--- src/rtl/chop_pwm_pkg.sv ---
package chop_pwm_pkg;

    typedef enum logic [2:0] {
        ST_OFF,
        ST_DEAD,
        ST_BLANK,
        ST_DRIVE,
        ST_DECAY
    } bridge_state_e;

    typedef struct packed {
        logic src_a;
        logic snk_a;
        logic src_b;
        logic snk_b;
    } gate_t;

endpackage

--- src/rtl/chop_period_timer.sv ---
module chop_period_timer #(
    parameter int PERIOD_CYC  = 1000,
    parameter int NUM_BRIDGES = 2
) (
    input  logic                   clk,
    input  logic                   rst_n,
    input  logic                   sleep_i,
    output logic [NUM_BRIDGES-1:0] cycle_start_o
);
    localparam int CW      = $clog2(PERIOD_CYC);
    localparam int STAGGER = PERIOD_CYC / NUM_BRIDGES;

    logic [CW-1:0] cnt;

    // Counter wraps at PERIOD_CYC; sleep holds it at zero.
    always_ff @(posedge clk or negedge rst_n) begin
        if (!rst_n)
            cnt <= '0;
        else if (sleep_i)
            cnt <= '0;
        else if (cnt == CW'(PERIOD_CYC - 1))
            cnt <= '0;
        else
            cnt <= cnt + CW'(1);
    end

    // Each bridge gets its own start point, evenly spread across the period.
    for (genvar i = 0; i < NUM_BRIDGES; i++) begin : g_start
        assign cycle_start_o[i] = !sleep_i && (cnt == CW'(i * STAGGER));
    end

endmodule

--- src/rtl/chop_bridge_fsm.sv ---
module chop_bridge_fsm
    import chop_pwm_pkg::*;
#(
    parameter int DEAD_CYC  = 43,
    parameter int BLANK_CYC = 60
) (
    input  logic  clk,
    input  logic  rst_n,
    input  logic  kill_i,
    input  logic  phase_i,
    input  logic  trip_i,
    input  logic  cycle_start_i,
    output gate_t gate_o
);
    localparam int MAXC = (DEAD_CYC > BLANK_CYC) ? DEAD_CYC : BLANK_CYC;
    localparam int TW   = $clog2(MAXC + 1);

    bridge_state_e state, state_nxt;
    logic [TW-1:0] tcnt, tcnt_nxt;
    logic          dir, dir_nxt;

    // State register
    always_ff @(posedge clk or negedge rst_n) begin
        if (!rst_n) begin
            state <= ST_OFF;
            tcnt  <= '0;
            dir   <= 1'b1;
        end else begin
            state <= state_nxt;
            tcnt  <= tcnt_nxt;
            dir   <= dir_nxt;
        end
    end

    // Transitions
    always_comb begin
        state_nxt = state;
        tcnt_nxt  = tcnt;
        dir_nxt   = dir;
        if (kill_i) begin
            state_nxt = ST_OFF;
            tcnt_nxt  = '0;
        end else begin
            unique case (state)
                ST_OFF: begin
                    if (cycle_start_i) begin
                        state_nxt = ST_DEAD;
                        tcnt_nxt  = '0;
                        dir_nxt   = phase_i;
                    end
                end
                ST_DEAD: begin
                    dir_nxt = phase_i;
                    if (tcnt == TW'(DEAD_CYC - 1)) begin
                        state_nxt = ST_BLANK;
                        tcnt_nxt  = '0;
                    end else begin
                        tcnt_nxt = tcnt + TW'(1);
                    end
                end
                ST_BLANK: begin
                    if (phase_i != dir) begin
                        state_nxt = ST_DEAD;
                        tcnt_nxt  = '0;
                        dir_nxt   = phase_i;
                    end else if (tcnt == TW'(BLANK_CYC - 1)) begin
                        state_nxt = ST_DRIVE;
                        tcnt_nxt  = '0;
                    end else begin
                        tcnt_nxt = tcnt + TW'(1);
                    end
                end
                ST_DRIVE: begin
                    if (phase_i != dir) begin
                        state_nxt = ST_DEAD;
                        tcnt_nxt  = '0;
                        dir_nxt   = phase_i;
                    end else if (trip_i) begin
                        state_nxt = ST_DECAY;
                    end
                end
                ST_DECAY: begin
                    if (phase_i != dir) begin
                        state_nxt = ST_DEAD;
                        tcnt_nxt  = '0;
                        dir_nxt   = phase_i;
                    end else if (cycle_start_i) begin
                        state_nxt = ST_BLANK;
                        tcnt_nxt  = '0;
                    end
                end
                default: begin
                    state_nxt = ST_OFF;
                    tcnt_nxt  = '0;
                end
            endcase
        end
    end

    // Outputs from the state register only
    always_comb begin
        logic src_on, snk_on;
        src_on = 1'b0;
        snk_on = 1'b0;
        unique case (state)
            ST_BLANK, ST_DRIVE: begin
                src_on = 1'b1;
                snk_on = 1'b1;
            end
            ST_DECAY: snk_on = 1'b1;
            default: begin
                src_on = 1'b0;
                snk_on = 1'b0;
            end
        endcase
        gate_o.src_a = src_on &  dir;
        gate_o.snk_b = snk_on &  dir;
        gate_o.src_b = src_on & ~dir;
        gate_o.snk_a = snk_on & ~dir;
    end

endmodule

--- src/rtl/chop_pwm_ctrl.sv ---
module chop_pwm_ctrl
    import chop_pwm_pkg::*;
#(
    parameter int NUM_BRIDGES = 2,
    parameter int PERIOD_CYC  = 1000,
    parameter int DEAD_CYC    = 43,
    parameter int BLANK_CYC   = 60
) (
    input  logic                   clk,
    input  logic                   rst_n,
    input  logic                   sleep_i,
    input  logic                   fault_i,
    input  logic [NUM_BRIDGES-1:0] phase_i,
    input  logic [NUM_BRIDGES-1:0] enable_i,
    input  logic [NUM_BRIDGES-1:0] trip_i,
    output logic [NUM_BRIDGES-1:0] src_a_o,
    output logic [NUM_BRIDGES-1:0] snk_a_o,
    output logic [NUM_BRIDGES-1:0] src_b_o,
    output logic [NUM_BRIDGES-1:0] snk_b_o
);
    logic [NUM_BRIDGES-1:0] cycle_start;
    gate_t                  gates [NUM_BRIDGES];

    chop_period_timer #(
        .PERIOD_CYC (PERIOD_CYC),
        .NUM_BRIDGES(NUM_BRIDGES)
    ) timer_i (
        .clk          (clk),
        .rst_n        (rst_n),
        .sleep_i      (sleep_i),
        .cycle_start_o(cycle_start)
    );

    for (genvar i = 0; i < NUM_BRIDGES; i++) begin : g_bridge
        chop_bridge_fsm #(
            .DEAD_CYC (DEAD_CYC),
            .BLANK_CYC(BLANK_CYC)
        ) fsm_i (
            .clk          (clk),
            .rst_n        (rst_n),
            .kill_i       (sleep_i | fault_i | ~enable_i[i]),
            .phase_i      (phase_i[i]),
            .trip_i       (trip_i[i]),
            .cycle_start_i(cycle_start[i]),
            .gate_o       (gates[i])
        );
        assign src_a_o[i] = gates[i].src_a;
        assign snk_a_o[i] = gates[i].snk_a;
        assign src_b_o[i] = gates[i].src_b;
        assign snk_b_o[i] = gates[i].snk_b;
    end

endmodule

--- config.mk ---
export PLATFORM = sky130hd
export DESIGN_NAME = chop_pwm_ctrl
export DESIGN_NICKNAME = d
export VERILOG_FILES = /design/src/rtl/chop_pwm_pkg.sv /design/src/rtl/chop_period_timer.sv /design/src/rtl/chop_bridge_fsm.sv /design/src/rtl/chop_pwm_ctrl.sv
export SDC_FILE = /design/constraint.sdc
export NUM_CORES = 1
export LEC_CHECK = 0
export ABC_AREA = 1
export BUFFER_PORTS_ARGS = -buffer_cell sky130_fd_sc_hd__buf_2
export CAP_MARGIN = 20
export CORE_AREA = 5 5 73 75
export DETAILED_ROUTE_END_ITERATION = 8
export DIE_AREA = 0 0 78 80
export HOLD_SLACK_MARGIN = 0.02
export PLACE_DENSITY = 0.8
export SETUP_SLACK_MARGIN = 0.4
export SLEW_MARGIN = 20
export SYNTH_ARGS = -nofsm -noshare
export SYNTH_HDL_FRONTEND = slang
export SYNTH_HIERARCHICAL = 1
export SYNTH_SLANG_ARGS = --single-unit
--- constraint.sdc ---
create_clock -name clk -period 1.6 [get_ports clk]
set_input_delay 0.32 -clock clk [delete_from_list [all_inputs] [get_ports clk]]
set_output_delay 0.32 -clock clk [all_outputs]
set_load 0.01 [all_outputs]
==> results.md <==
* Outcome: complete, but fails checks
* Failing checks: negative setup slack
* Synth Register Bits at 30
* RSZ-0062 raised after global routing: yes
* Psw at ~0.54 mW
* CTS Sinks at 30
* Core area at ~0.0046 mm²
* Detailed Place HPWL at 4330 µm
* Place WS at -0.0327 ns
* I/O Buffers at 17
* Clock Skews at 0.00763 ns
* CTS Root Cell: clkbuf_8
* GR Overflow Total at 0
* VDD IR max at 0.367 mV
* Core Rows at 25
* CTS tree: built
* Fin crit period at roughly 1.7 ns
* IO Count at 18
* Post-synth EDFFs at 0
* Synth top area share at 0.289
* Endpoints failing setup at 18
* H-tree depth at 2
* Clk network pwr share at 0.350
* Final Hold Viols at 0
* Syn_nets at ~370
* Die Span Y at around 80 µm
* Post-synth top cells: nand2_1 (83), nor2_1 (51), inv_1 (45)
* Die extent in x at about 78 µm
* Post-Route WL at roughly 7200 µm
* Slew HR at 0.721
* Placed cell area at approximately 0.0027 mm²
* Fill cells at 310
* Initial antenna violation count at 0
* Yosys cell types at 26
* Final Util at 0.749
* Wire per inst at approximately 15 µm
* Internal power at between 1 and 1.5 mW
* Maxcap violations at 0
* Combinational Power Share at 0.194
* Synth area leaders: dfrtp_1 (29%), nand2_1 (13%), nor2_1 (7.9%)
* Worst Tran Pin Value at 0.419 ns
* Area delta synth->final at 42.1%
* TritonCTS Buffers at 5
* Worst-path clk slew at ~0.07 ns
* Syn. warnings at 6
* DRC violations left at 0
* Vias in the first global route at approximately 2700
* Post-synthesis sequential area ratio at 0.311
* Clk Latency, worst-skew pair at about 0.28 ns
* NumNets Final at 455
* Req. time, crit path at between 1.5 and 2 ns
* Min Hold Slack at 0.312 ns
* Clock buffer depth at 2
* Pwr dens at 510 mW/mm²
* Peak Freq at around 590 MHz
* Synth async-reset ratio at 1.00
* DIE AREA at between 0.006 and 0.007 mm²
* Total global-route track usage at 0.223
* Post-DRT Antenna Nets at 0
* Most frequent cell after synthesis: nand2_1
* Final worst setup slack at -0.0982 ns
* Setup TNS at -0.777 ns
* Largest net degree at the start of global routing at 17
* Final Max Tran Viols at 0
* Mapped Cells at 355
* Avg Cell Area, Syn at a little under 7 µm²
* Top_reg_cell synth: dfrtp_1
* Fin area at 0.00344 mm²
* Final period utilization at 1.06
* Startpoint Class: flip-flop
* Vias per Instance at 5.59
* Worst Setup End Kind: flip-flop
* Via count at around 2800
* TritonRoute pass-1 iters at 6
* Maximum fanout along the worst path at 5
* Seq pwr share at 0.456
* First-pass GRT wire length at 11500 µm
* Sw Share at 0.308
* Post-Syn Area at approximately 0.0024 mm²
* CP arrival at 1.88 ns
* Cell taking the most area after synthesis: dfrtp_1
* P_leak at 1.72 nW
* Share of cells above drive strength 1 at 0.457
* Antenna Cells at 0
* WS Path Type: flip-flop to flip-flop
* GPL Wtd Cong at 0.895
* Worst Hold Class: input pin to flip-flop
* Initial DRC Count at between 200 and 300
* Initial core utilization at 0.527
==> worst paths after layout <==
kind                                        from  depth (start not counted)                         to  slack [ns]
min reg2reg                g_bridge[1].fsm_i/dir                          2      g_bridge[1].fsm_i/dir        0.54
max reg2reg                       timer_i/cnt[7]                         10  g_bridge[0].fsm_i/tcnt[5]        -0.1
max in group asynchronous                  rst_n                          3      g_bridge[0].fsm_i/dir        0.58
min in group asynchronous                  rst_n                          2             timer_i/cnt[7]        0.50
max                               timer_i/cnt[7]                         10  g_bridge[0].fsm_i/tcnt[5]        -0.1
min                                   phase_i[1]                          3      g_bridge[1].fsm_i/dir        0.31
==> per-layer routing <==
layer / up-vias / global-route usage / routed length [µm]
met5: - / 0 / 0
met4: 0 / 0.0709 / 155
met3: 22 / 0.0316 / 387
met2: 103 / 0.412 / 3760
met1: 1331 / 0.265 / 2900
li1: 1304 / - / -
==> sequential cells by signal (all words and copies together), names as in the netlist <==
name,count
timer_i/cnt,10
g_bridge.fsm_i/tcnt,12
g_bridge.fsm_i/state,6
g_bridge.fsm_i/dir,2
==> placed cells by master (no fill, tap or decap), types with 10 or more instances in the layout <==
cell type and count:
buf_4 51, nor2_2 23, nand2_2 14, nor2_4 13, buf_2 16, nand2_4 17
nand4_1 15, inv_2 12, nand2_1 71, buf_6 10, nor2_1 33, nand3_1 22
dfrtp_1 23, inv_1 36
==> power groups by stage <==
stage	Combinational [mW]	Sequential, mW	Clock [mW]
global route	0.369	0.801	0.663
detailed placement	0.238	0.813	0
global placement	0.233	0.812	0
finish	0.341	0.800	0.614
CTS	0.283	0.798	0.601
floorplan	0.157	0.811	0
==> cells by family (layout without fill, tap and decap cells) <==
kind of cell / after synthesis / in the layout / share of synthesized area
AO/OA/AOI/OAI: 30 / 30 / 0.0650
XOR/XNOR: 2 / 2 / 0.00723
adder cells (fa/ha/maj): 6 / 6 / 0.0310
buffers and inverters: 55 / 140 / 0.0883
flip-flops: 30 / 30 / 0.311
AND/OR/NAND/NOR: 232 / 232 / 0.498
==> per-stage QoR <==
| step | total power, mW | instances |
|---|---|---|
| 4_1_cts | 1.68 | 481 |
| 3_3_place_gp | 1.05 | 441 |
| 6_report | 1.76 | 494 |
| 5_1_grt | 1.83 | 494 |
| 3_5_place_dp | 1.05 | 441 |
| 2_1_floorplan | 0.968 | 355 |
==> what timing repair did <==
item | in CTS | in global routing
buffers inserted | 31 | 13
endpoints found under the hold margin | 13 | 0
setup endpoints to repair | 37 | 37
hold buffers | 1 | 0
pin swaps | 37 | 24
resized for setup | 44 | 41
==> critical path, cell delays in order, from the launching register on <==
cell and delay [ns]:
dfrtp_1 0.41, nor3_2 0.22, nand4_1 0.13, nor2_2 0.19, inv_2 0.11, nand2_4 0.11, nand2_4 0.06, nor2_4 0.11
nor2_1 0.08, nor2_1 0.11, nor2_1 0.05
==> area by class of cell <==
class                      count  area (µm²)  area share
clock buffer                   6        72.6      0.0211
clock inverter                 2        10.0     0.00291
inverter                      53         211      0.0614
multi-input combinational    270        1720       0.499
sequential                    30         759       0.221
tap                           54        67.6      0.0196
timing repair buffer          79         606       0.176
(Power assumes the default switching activity.)
